<file path="config.mk">
export PLATFORM = sky130hd
export DESIGN_NAME = pvt_top
export DESIGN_NICKNAME = d
export VERILOG_FILES = /design/src/rtl/pvt_pkg.sv /design/src/rtl/pvt_cfg_unpack.sv /design/src/rtl/pvt_axis_decode.sv /design/src/rtl/pvt_top.sv
export SDC_FILE = /design/constraint.sdc
export NUM_CORES = 1
export LEC_CHECK = 0
export BUFFER_PORTS_ARGS = -buffer_cell sky130_fd_sc_hd__buf_4
export CORE_ASPECT_RATIO = 0.7
export CORE_UTILIZATION = 55
export DETAILED_ROUTE_END_ITERATION = 12
export PLACE_DENSITY = 0.75
export SKIP_LAST_GASP = 1
export SLEW_MARGIN = 20
export SYNTH_ARGS = -nofsm -noshare
export SYNTH_HDL_FRONTEND = slang
export SYNTH_HIERARCHICAL = 1
export SYNTH_SLANG_ARGS = --single-unit
</file>
<file path="constraint.sdc">
create_clock -name clk -period 18.7 [get_ports clk]
set_input_delay 3.74 -clock clk [delete_from_list [all_inputs] [get_ports clk]]
set_output_delay 3.74 -clock clk [all_outputs]
set_load 0.01 [all_outputs]
</file>
<file path="src/rtl/pvt_pkg.sv">
package pvt_pkg;
    localparam int SYNC_W   = 8;
    localparam int PORCH_W  = 12;
    localparam int ACT_W    = 16;
    localparam int CNT_W    = 18;
    localparam int SYNC_LSB = 0;
    localparam int BP_LSB   = 8;
    localparam int FP_LSB   = 20;
    localparam int AXES     = 2;

    typedef struct packed {
        logic [SYNC_W-1:0]  sync;
        logic [PORCH_W-1:0] bp;
        logic [ACT_W-1:0]   act;
        logic [PORCH_W-1:0] fp;
    } axis_cfg_t;
endpackage

</file>
<file path="src/rtl/pvt_cfg_unpack.sv">
module pvt_cfg_unpack
    import pvt_pkg::*;
(
    input  logic [31:0] timing_i,
    input  logic [ACT_W-1:0] act_i,
    output axis_cfg_t   cfg_o
);
    always_comb begin
        cfg_o.sync = timing_i[SYNC_LSB +: SYNC_W];
        cfg_o.bp   = timing_i[BP_LSB   +: PORCH_W];
        cfg_o.fp   = timing_i[FP_LSB   +: PORCH_W];
        cfg_o.act  = act_i;
    end
endmodule

</file>
<file path="src/rtl/pvt_axis_decode.sv">
module pvt_axis_decode
    import pvt_pkg::*;
(
    input  logic [CNT_W-1:0] cnt_i,
    input  axis_cfg_t        cfg_i,
    output logic             in_sync_o,
    output logic             in_act_o,
    output logic [ACT_W-1:0] pos_o,
    output logic             last_o
);
    logic [CNT_W-1:0] start_w;
    logic [CNT_W-1:0] stop_w;
    logic [CNT_W-1:0] total_w;
    logic [CNT_W-1:0] rel_w;

    always_comb begin
        start_w   = CNT_W'(cfg_i.sync) + CNT_W'(cfg_i.bp);
        stop_w    = start_w + CNT_W'(cfg_i.act);
        total_w   = stop_w + CNT_W'(cfg_i.fp);
        in_sync_o = cnt_i < CNT_W'(cfg_i.sync);
        in_act_o  = (cnt_i >= start_w) && (cnt_i < stop_w);
        rel_w     = cnt_i - start_w;
        pos_o     = in_act_o ? rel_w[ACT_W-1:0] : '0;
        last_o    = (cnt_i + CNT_W'(1)) >= total_w;
    end
endmodule

</file>
<file path="src/rtl/pvt_top.sv">
module pvt_top
    import pvt_pkg::*;
#(
    parameter int MIN_VBLANK = 32
) (
    input  logic        clk,
    input  logic        rst_n,
    input  logic [31:0] h_timing_i,
    input  logic [31:0] v_timing_i,
    input  logic [31:0] panel_size_i,
    input  logic        halt_en_i,
    input  logic        halt_req_i,
    input  logic        src_valid_i,
    output logic        hsync_o,
    output logic        vsync_o,
    output logic        de_o,
    output logic [15:0] x_o,
    output logic [15:0] y_o,
    output logic        vsync_evt_o,
    output logic        underflow_o,
    output logic        cfg_warn_o
);
    localparam int BLANK_W = PORCH_W + 1;

    typedef struct packed {
        logic                        running;
        logic                        underflow;
        axis_cfg_t [AXES-1:0]        cfg;
        logic [AXES-1:0][CNT_W-1:0]  cnt;
    } state_t;

    state_t state_d, state_q;
    axis_cfg_t [AXES-1:0] live_cfg;
    logic [AXES-1:0] in_sync, in_act, last;
    logic [AXES-1:0][ACT_W-1:0] pos;
    logic hold_w, de_w;
    logic [BLANK_W-1:0] vblank_w;

    pvt_cfg_unpack u_unpack_h (.timing_i(h_timing_i), .act_i(panel_size_i[15:0]),  .cfg_o(live_cfg[0]));
    pvt_cfg_unpack u_unpack_v (.timing_i(v_timing_i), .act_i(panel_size_i[31:16]), .cfg_o(live_cfg[1]));

    for (genvar g = 0; g < AXES; g++) begin : g_axis
        pvt_axis_decode u_dec (
            .cnt_i     (state_q.cnt[g]),
            .cfg_i     (state_q.cfg[g]),
            .in_sync_o (in_sync[g]),
            .in_act_o  (in_act[g]),
            .pos_o     (pos[g]),
            .last_o    (last[g])
        );
    end

    always_comb begin
        hold_w = halt_en_i && halt_req_i;
        de_w   = state_q.running && in_act[0] && in_act[1];
        state_d = state_q;
        state_d.underflow = de_w && !src_valid_i;
        if (!state_q.running) begin
            if (!hold_w) begin
                state_d.running = 1'b1;
                state_d.cfg     = live_cfg;
                state_d.cnt     = '0;
            end
        end else if (last[0]) begin
            state_d.cnt[0] = '0;
            if (last[1]) begin
                state_d.cnt[1] = '0;
                if (hold_w) state_d.running = 1'b0;
                else        state_d.cfg     = live_cfg;
            end else begin
                state_d.cnt[1] = state_q.cnt[1] + CNT_W'(1);
            end
        end else begin
            state_d.cnt[0] = state_q.cnt[0] + CNT_W'(1);
        end
    end

    always_ff @(posedge clk or negedge rst_n) begin
        if (!rst_n) state_q <= '0;
        else        state_q <= state_d;
    end

    always_comb begin
        vblank_w    = BLANK_W'(state_q.cfg[1].sync) + BLANK_W'(state_q.cfg[1].bp);
        hsync_o     = state_q.running && in_sync[0];
        vsync_o     = state_q.running && in_sync[1];
        de_o        = de_w;
        x_o         = de_w ? pos[0] : '0;
        y_o         = de_w ? pos[1] : '0;
        vsync_evt_o = state_q.running && in_sync[1] && (state_q.cnt == '0);
        underflow_o = state_q.underflow;
        cfg_warn_o  = state_q.running && (vblank_w < BLANK_W'(MIN_VBLANK));
    end

    // the active window never overlaps either sync phase
    p_de_outside_sync_r4: assert property (@(posedge clk) disable iff (!rst_n)
        de_o |-> (!hsync_o && !vsync_o));
    // the column stays inside the captured active width
    p_x_in_range_r5: assert property (@(posedge clk) disable iff (!rst_n)
        de_o |-> (x_o < state_q.cfg[0].act));
    // the event only fires inside vertical sync
    p_evt_in_vsync_r6: assert property (@(posedge clk) disable iff (!rst_n)
        vsync_evt_o |-> (vsync_o && hsync_o));
    // each pulse follows an active clock with the source not ready
    p_uf_cause_r7: assert property (@(posedge clk) disable iff (!rst_n)
        underflow_o |-> $past(de_o && !src_valid_i));
    // captured configuration is held except at a frame boundary
    p_cfg_hold_r9: assert property (@(posedge clk) disable iff (!rst_n)
        (state_q.running && !(last[0] && last[1])) |=> $stable(state_q.cfg));
    // a stopped raster drives nothing
    p_idle_quiet_r10: assert property (@(posedge clk) disable iff (!rst_n)
        !state_q.running |-> (!de_o && !hsync_o && !vsync_o && !vsync_evt_o));
endmodule

</file>
After elaboration in Yosys (flattened, before gate mapping)
Index checks and enable logic that the tools add are counted.
{ "classes": {"addsub": 11, "n_lt_le_gt_ge": 9, "eq_ne": 4, "mux": 15, "n_reduce_logical": 14} }
{ "op_table": {"columns": ["op", "n"], "rows": [
  ["2-to-1 mux 132 bit", 2],
  ["2-to-1 mux 96 bit", 2],
  ["2-to-1 mux 114 bit", 1],
  ["2-to-1 mux 16 bit", 4],
  ["adder 8 x 12 -> 13 bit", 3],
  ["adder 18 x 1 -> 18 bit (second input constant)", 2],
  ["adder 18 x 12 -> 18 bit", 2],
  ["adder 18 x 16 -> 18 bit", 2],
  [">= comparator 18 x 13 -> 1 bit", 2],
  [">= comparator 18 bit", 2],
  ["zero test 36 bit", 1],
  ["< comparator 18 bit", 2],
  ["< comparator 18 x 8 -> 1 bit", 2],
  ["2-to-1 mux 18 bit", 2],
  ["subtractor 16 bit", 2],
  ["< comparator 13 x 6 -> 1 bit (second input constant)", 1],
  ["logical AND 1 bit", 10],
  ["2-to-1 mux 1 bit", 4],
  ["!= test 2 x 1 -> 1 bit (second input constant)", 2],
  ["AND reduction 4 bit", 1],
  ["!= test 3 bit (second input constant)", 1],
  ["!= test 2 bit (second input constant)", 1],
  ["AND reduction 2 bit", 1],
  ["zero test 1 bit", 1]
]} }
{ "word_totals": {"register_bits": 134, "input_bits": 101, "out_inout_bits": 38, "wordCells": 65} }

Depth between registers and ports, before layout
Gate-level depths: netlist of run 1.
{ "logic_depth": {"word_depth": 7, "mapped_depth": 37, "depth_no_buf": 35} }

Cells and area by module
Netlist of run 1, hierarchy kept.
{ "modules_own_cells": {"columns": ["mod", "instances", "cells_each", "area_each_um2", "seq_area_each_um2"], "rows": [
  ["pvt_top", 1, 523, 6239.7, 3353.2],
  ["pvt_axis_decode at g_axis[1].u_dec", 1, 526, 3817.4, 0.0],
  ["pvt_axis_decode at g_axis[0].u_dec", 1, 502, 3816.2, 0.0],
  ["pvt_cfg_unpack", 2, 48, 360.3, 0.0]
]} }

Worst setup path after synthesis of run 1
No wires, ideal clock.
{ "synth_path": {"path_type": "register to output", "startpoint": "register state_q[124] (netlist bit)", "endpoint": "output y_o[10]", "arrival_time_ns": 5.413, "t_required_ns": 14.960, "setup_slack_ns": 9.547, "stages_incl_launch_ff": 31, "path_cell_list": "dfrtp_1 -> ha_1 -> inv_1 -> fa_1 -> nor2b_1 -> o21ai_0 -> a21boi_0 -> o21ai_0 -> a21oi_1 -> nor2_1 -> xnor2_1 -> ha_1 -> buf_2 -> and4_2 -> nand2_1 -> o21ai_1 -> xor2_1 -> inv_1 -> ha_1 -> a21o_1 -> a21o_1 -> a21oi_1 -> o21a_1 -> a2bb2oi_1 -> nand3_1 -> buf_2 -> inv_1 -> and3_1 -> clkbuf_1 -> clkbuf_1 -> and2_1"} }
{ "synth_via": {"elab_chain_cells": 6, "elab_cells_between_ends": 9, "cone_classes": "add/sub (3); order compare (2); mux (2); reduce/logical (2)"} }
{ "synth_rtl": {"columns": ["element", "line", "rtl"], "rows": [
  ["start: declaration", "pvt_top.sv:32", "state_t state_d, state_q;"],
  ["start signal: assignment", "pvt_top.sv:80", "else state_q <= state_d;"],
  ["adder 8 x 12 -> 13 bit (*)", "pvt_axis_decode.sv:17", "start_w = CNT_W'(cfg_i.sync) + CNT_W'(cfg_i.bp);"],
  ["adder 18 x 16 -> 18 bit", "pvt_axis_decode.sv:18", "stop_w = start_w + CNT_W'(cfg_i.act);"],
  ["< comparator 18 bit", "pvt_axis_decode.sv:21", "in_act_o = (cnt_i >= start_w) && (cnt_i < stop_w);"],
  ["logical AND 1 bit (*)", "pvt_axis_decode.sv:21", null],
  ["net in_act[1]", "pvt_top.sv:34", "logic [AXES-1:0] in_sync, in_act, last;"],
  ["logical AND 1 bit (*)", "pvt_top.sv:55", "de_w = state_q.running && in_act[0] && in_act[1];"],
  ["net de_o", "pvt_top.sv:16", "output logic de_o,"],
  ["2-to-1 mux 16 bit (*)", "pvt_top.sv:89", "y_o = de_w ? pos[1] : '0;"],
  ["end: declaration", "pvt_top.sv:18", "output logic [15:0] y_o,"]
]} }
Mark *: on every way through the listed nets, which the timed path passes. The rest lies on a longest branch.

Worst setup path in the final report of run 1
{ "layout_path": {"startpoint": "register state_q[124] (netlist bit)", "endpoint": "output x_o[4]"} }
{ "layout_via": {"elab_chain_cells": 6, "elab_cells_between_ends": 7, "cone_classes": "add/sub (2); order compare (2); mux (1); reduce/logical (2)"} }
{ "layout_rtl": {"columns": ["element", "line", "rtl"], "rows": [
  ["adder 8 x 12 -> 13 bit (*)", "pvt_axis_decode.sv:17", null],
  ["adder 18 x 16 -> 18 bit", "pvt_axis_decode.sv:18", null],
  ["< comparator 18 bit", "pvt_axis_decode.sv:21", null],
  ["logical AND 1 bit (*)", "pvt_axis_decode.sv:21", null],
  ["net in_act[1]", "pvt_top.sv:34", null],
  ["logical AND 1 bit (*)", "pvt_top.sv:55", null],
  ["2-to-1 mux 16 bit (*)", "pvt_top.sv:88", "x_o = de_w ? pos[0] : '0;"],
  ["end: declaration", "pvt_top.sv:17", "output logic [15:0] x_o,"]
]} }
Marked as above.

==> results of run 1 <==
power by group:
part           total (mW)  internal [mW]  switching, mW
sequential          0.368          0.315         0.0533
combinational       0.859          0.370          0.489
clock               0.342          0.196          0.146
layout by cell type (no fill, tap or decap), types with 6 or more instances in the layout:
master	instances
a211oi_1	11
a21o_1	67
a21oi_1	87
a31o_2	6
a31oi_1	21
a41oi_1	6
and2_1	45
and3_1	27
buf_4	144
clkbuf_16	17
dfrtp_1	134
fa_1	8
ha_1	189
inv_1	109
mux2_1	40
mux2_2	56
nand2_1	76
nand2b_1	23
nand3_1	55
nand4_1	23
nand4b_1	6
nor2_1	63
nor2_4	7
nor2b_1	25
nor3_1	26
nor3b_1	7
nor4_1	18
o211ai_1	12
o21a_1	17
o21ai_0	90
o21bai_1	10
o31a_1	6
or3_1	13
xnor2_1	74
xor2_1	54
flip-flops by register name, indices dropped and copies added, names as in the netlist:
name	flops
underflow_o	1
state_q	133
area by class of cell:
type,instances,area share (%)
timing repair buffer,145,6.94
multi-input combinational,1266,62.7
sequential,134,21.3
tap,357,2.84
clock buffer,19,2.75
inverter,110,2.62
clock inverter,12,0.826
cell families after synthesis:
kind of cell	count (synthesis)
AND/OR/NAND/NOR	445
AO/OA/AOI/OAI	394
buffers and inverters	247
adder cells (fa/ha/maj)	197
flip-flops	134
XOR/XNOR	130
multiplexers	98
other	2
worst paths after layout:
| path | startpoint | to | slack [ns] | depth (start not counted) |
|---|---|---|---|---|
| max | state_q[124] | x_o[4] | 7.60 | 29 |
| min | state_q[91] | state_q[91] | 0.50 | 1 |
| max reg2reg | state_q[65] | state_q[117] | 10.18 | 32 |
| min reg2reg | state_q[91] | state_q[91] | 0.50 | 1 |
| max in group asynchronous | rst_n | state_q[93] | 14.03 | 2 |
| min in group asynchronous | rst_n | state_q[51] | 3.25 | 1 |
worst max-delay path, delay by kind of cell, from the launching register on:
kind                     cells  cell delay (ns)
AO/OA/AOI/OAI               13             2.36
AND/OR/NAND/NOR              5             1.59
adder cells (fa/ha/maj)      4             1.31
buffers and inverters        5             0.73
XOR/XNOR                     2             0.47
flip-flops                   1             0.41
per-layer routing:
metal  share of wire, %  GRT usage (%)
met5                  0              0
met4                1.7           8.12
met3                9.4           8.00
met2                 40           41.2
met1                 49           45.9
metrics by stage:
step	hold slack, ns	cell area (sq um)
2_1_floorplan	0.465	14600
3_3_place_gp	0.479	15200
3_5_place_dp	0.487	15200
4_1_cts	0.503	15800
5_1_grt	0.511	15800
6_report	0.498	15800
==> results.md, run 1 <==
* Post-DP HPWL at 31.1 mm
* Clk sinks at 134
* Crit share post-route at 59.4%
* CTS tree: yes
* Antenna Violating Nets Remaining at 0
* Drt drc at 0
* Port buffer count at 138
* Static leakage at 7.79 nW
* Die ar. at 0.0272 sq mm
* Clk buf depth at 2
* Root Buffer: clkbuf_16
* Most common flop cell mapped by yosys: dfrtp_1
* Compound-cell area share of the yosys netlist at 17.7%
* Post-route setup TNS at 0 ns
* Crit Path Category: reg2out
* RSZ-0062 raised after global routing: false
* Max frequency at 90.1 MHz
* N_diodes at 0
* Area growth syn-to-layout at 7.92%
* Post-synthesis simple-gate area fraction at 17.2%
* Largest family of logic cells by synthesized area: compound AO/OA/AOI/OAI gates
* Hold Vio Cnt, Final at 0
* Skew-Pair Late Insertion Delay at 0.45 ns
* Initial antenna violation count at 0
* Outcome: complete, no violations
* Postcts setup bufs at 0
* Placed insts at 2012
* Vias at 12366
* HP Class: reg2reg
* Final core occ at 60.9%
* Die Y at 138 um
* GP Congestion at 0.897
* Crit path capture type: output port
* Vias per cell at 6.05
* Most area-consuming cells after synthesis: dfrtp_1 23%, ha_1 16%, buf_4 5.1%, xnor2_1 4.4%, mux2_2 4.3%
* Iteration-0 DRC Markers at 1177
* Non-Filler Instances at 2043
* Yosys reg bits at 134
* Total length of routed wires at 40.0 mm
* Asr flop ratio synth at 100%
* Core area at 0.0259 sq mm
* Max-Cap Viols at 0
* Post-layout nets at 1972
* Clock skew at 0.0148 ns
* Ratio of cells with drive above 1 in the final layout at 16.1%
* Number of CTS-inserted buffers at 17
* Synth top area share at 23.0%
* Total track usage at 30.1%
* Post-Synth Adder-Cell Area at 17.3%
* Final setup fails at 0
* Mapped Area at 0.0146 sq mm
* Cells after synthesis at 1647
* Cts hold-fix bufs at 0
* Rows at 49
* Max-slew violations at 0
* Synth Area in XOR/XNOR at 7.90%
* Average cell area after synthesis at 8.86 sq um
* Data required, critical path at 14.96 ns
* Crit path largest cell delay at 0.61 ns
* Crit path launch type: register
* Final min period at 11.10 ns
* Most used cell along the critical path: o21ai_0
* Sequential cell area at 0.00335 sq mm
* Area of the multi-input gates at 0.00988 sq mm
* Max H-tree Level at 4
* Unique masters post-synth at 89
* Pre-CTS WS at 8.20 ns
* Power Dens Cells at 99.6 mW/mm^2
* Largest net degree at the start of global routing at 74
* Worst-Margin Slew at 1.05 ns
* Post-synth top cells: 189 x ha_1, 134 x dfrtp_1, 109 x inv_1, 99 x buf_4, 90 x o21ai_0
* Io pins at 139
* Top-count cell post-synth: ha_1
* Slew headroom at 29.1%
* CTS clk-pin slew, worst paths at 0.07 ns
* Slowest CP cell: and3_1
* Ys Warns at 6
* First-pass GRT wire length at 64.0 mm
* Final WS setup at 7.60 ns
* Worst VDD drop at 0.0000740 V
* Final Power at 1.57 mW
* DR WL/cell at 19.6 um
* GRT Residual Overflow at 0
* TritonRoute pass-1 iters at 5
* CP arrival at 7.36 ns
* Syn nets at 1945
* Number of fill cells in the layout at 2261
* Number of synthesized flops with an enable pin at 0
* Post-synthesis mux area share at 7.54%
* Cell taking the most area after synthesis: dfrtp_1
* Initial Util at 56.4%
* Register area share after synthesis at 23.0%
* CTS resizes at 0
* Vias in the first global route at 11846
* Max FO, Critical Path at 21
* Die X at 197 um
Note: power is estimated with default switching activity, not from simulation.
==> run 2: changes to the inputs <==
PLACE_DENSITY = 0.78   (was 0.75)
clock period = 9.2 ns   (was 18.7 ns; I/O delays follow)
==> run 2 against run 1 <==
Net effect:
- core utilization is 0.19 points higher
- register-to-register slack lost 8.6 ns
- clock power increased by 93%
- die area unchanged
- first-iteration DRC count fell by 3.1%
- clock skew shrank 0.0049 ns
- setup slack worse by 7.0 ns
- flip-flop and latch count stayed put
- non-clock buffer count rose by 5
- design area up 0.31%
- worst hold slack worse by 0.00086 ns
- combinational power is 100% higher
- largest cell class unchanged
==> results.md, run 2 (synthesized netlist as in run 1, its figures left out) <==
* Worst Hold End: state_q[92]
* N_diodes at 0
* Crit Path Category: reg2out
* Final core occ at 61.1%
* Clk sinks at 134
* Area growth syn-to-layout at 8.26%
* Worst-Margin Slew at 0.923 ns
* Die X at 197 um
* Max reg flops at 133
* Slew headroom at 37.9%
* Vias per cell at 6.08
* Iteration-0 DRC Markers at 1141
* Reg2Reg Depth at 31
* CTS tree: yes
* Data required, critical path at 7.36 ns
* Total track usage at 29.7%
* Antenna Violating Nets Remaining at 0
* Rows at 49
* Max-Cap Viols at 0
* DR WL/cell at 19.4 um
* Largest net degree at the start of global routing at 97
* Clock skew at 0.00992 ns
* Skew-Pair Late Insertion Delay at 0.43 ns
* Max frequency at 117 MHz
* Initial antenna violation count at 0
* Max FO, Critical Path at 20
* Crit path launch type: register
* Io pins at 139
* Final min period at 8.57 ns
* Clk buf depth at 2
* Vias in the first global route at 11672
* Worst VDD drop at 0.000142 V
* Final WS setup at 0.626 ns
* Setup crit start: state_q[65]
* GP Congestion at 0.947
* Initial Util at 56.4%
* Power Dens Cells at 201 mW/mm^2
* Core area at 0.0259 sq mm
* Hold slack final at 0.498 ns
* Hold depth at 1
* Final Power at 3.17 mW
* Reg-to-reg endpoint: state_q[115]
* Most frequent cells in the layout: 189 x ha_1, 147 x buf_4, 134 x dfrtp_1
* Die ar. at 0.0272 sq mm
* Hold Crit Start: state_q[92]
* Post-route cell area at 0.0158 sq mm
* Non-Filler Instances at 2049
* First-pass GRT wire length at 63.8 mm
* Outcome: complete, no violations
* Die Y at 138 um
* Crit path capture type: output port
* TritonRoute pass-1 iters at 5
* RSZ-0062 raised after global routing: false
* Crit share post-route at 93.2%
* Post-layout nets at 1977
* Port buffer count at 138
* Vias at 12448
* Largest Register: state_q
* FF-to-FF setup slack at 1.60 ns
* Number of CTS-inserted buffers at 17
* Ratio of cells with drive above 1 in the final layout at 16.5%
* Max H-tree Level at 4
* Max-slew violations at 0
* Post-DP HPWL at 30.9 mm
* Hold Vio Cnt, Final at 0
* Root Buffer: clkbuf_16
* HP Class: reg2reg
* CP arrival at 6.73 ns
* Total length of routed wires at 39.7 mm
* Drt drc at 0
* GRT Residual Overflow at 0
* CTS clk-pin slew, worst paths at 0.06 ns
* Placed insts at 2013
* Pre-CTS WS at 0.851 ns
* Most common cell after layout, fill and taps aside: ha_1
* Area after DPL at 0.0152 sq mm
* Static leakage at 7.82 nW
* FF-to-FF Start: state_q[76]
* Post-route setup TNS at 0 ns
* Final setup fails at 0
## run 2: how the worst max path moves through the flow
stage               endpoint  slack (ns)  cells past startpoint
finish               x_o[12]        0.63                     27
CTS                  x_o[12]        0.38                     29
floorplan            y_o[10]        1.95                     30
global route         x_o[12]        0.09                     27
detailed placement   x_o[12]        0.85                     29
global placement      y_o[4]        1.27                     28
## run 2: timing repair
item	in CTS	in global routing
buffers inserted	0	4
setup endpoints to repair	0	20
hold buffers	0	0
gates resized for setup	0	2
## run 2: area by class of cell
class	count	area [sq um]
tap	357	447
sequential	134	3350
multi-input combinational	1266	9890
inverter	110	413
clock inverter	13	109
fill	2265	10100
clock buffer	19	443
timing repair buffer	150	1150
## run 2: power by group
group	leakage (nW)	internal (mW)	switching, mW
combinational	5.86	0.756	1.00
sequential	1.68	0.640	0.110
clock	0.268	0.377	0.284
## run 2: routing by layer
layer | wire [um] | global-route usage, % | part of all wire (%) | vias to the layer above
met2 | 15900 | 41.1 | 40 | 564
met1 | 19100 | 45.7 | 48 | 5919
met3 | 4040 | 7.54 | 10 | 47
met5 | 0 | 0 | 0 | -
met4 | 639 | 6.69 | 1.6 | 0
li1 | - | - | - | 5918
## run 2: critical path: stages (launching register included)
cell and delay (ns):
dfrtp_1 0.40, ha_1 0.31, a21o_1 0.16, a21oi_1 0.20, o21ai_0 0.13, a21oi_1 0.29, nor2b_1 0.10, o21ai_0 0.17
nor2b_1 0.25, xnor2_1 0.15, ha_1 0.31, a21oi_1 0.25, nand2_1 0.11, o2111ai_1 0.33, nand2_1 0.14, o31a_1 0.32
xnor2_2 0.27, ha_1 0.31, a21o_1 0.16, a21oi_1 0.14, o221ai_1 0.15, or3_1 0.33, buf_4 0.26, inv_2 0.08
and3_2 0.33, buf_4 0.32, and2_1 0.18, buf_4 0.13
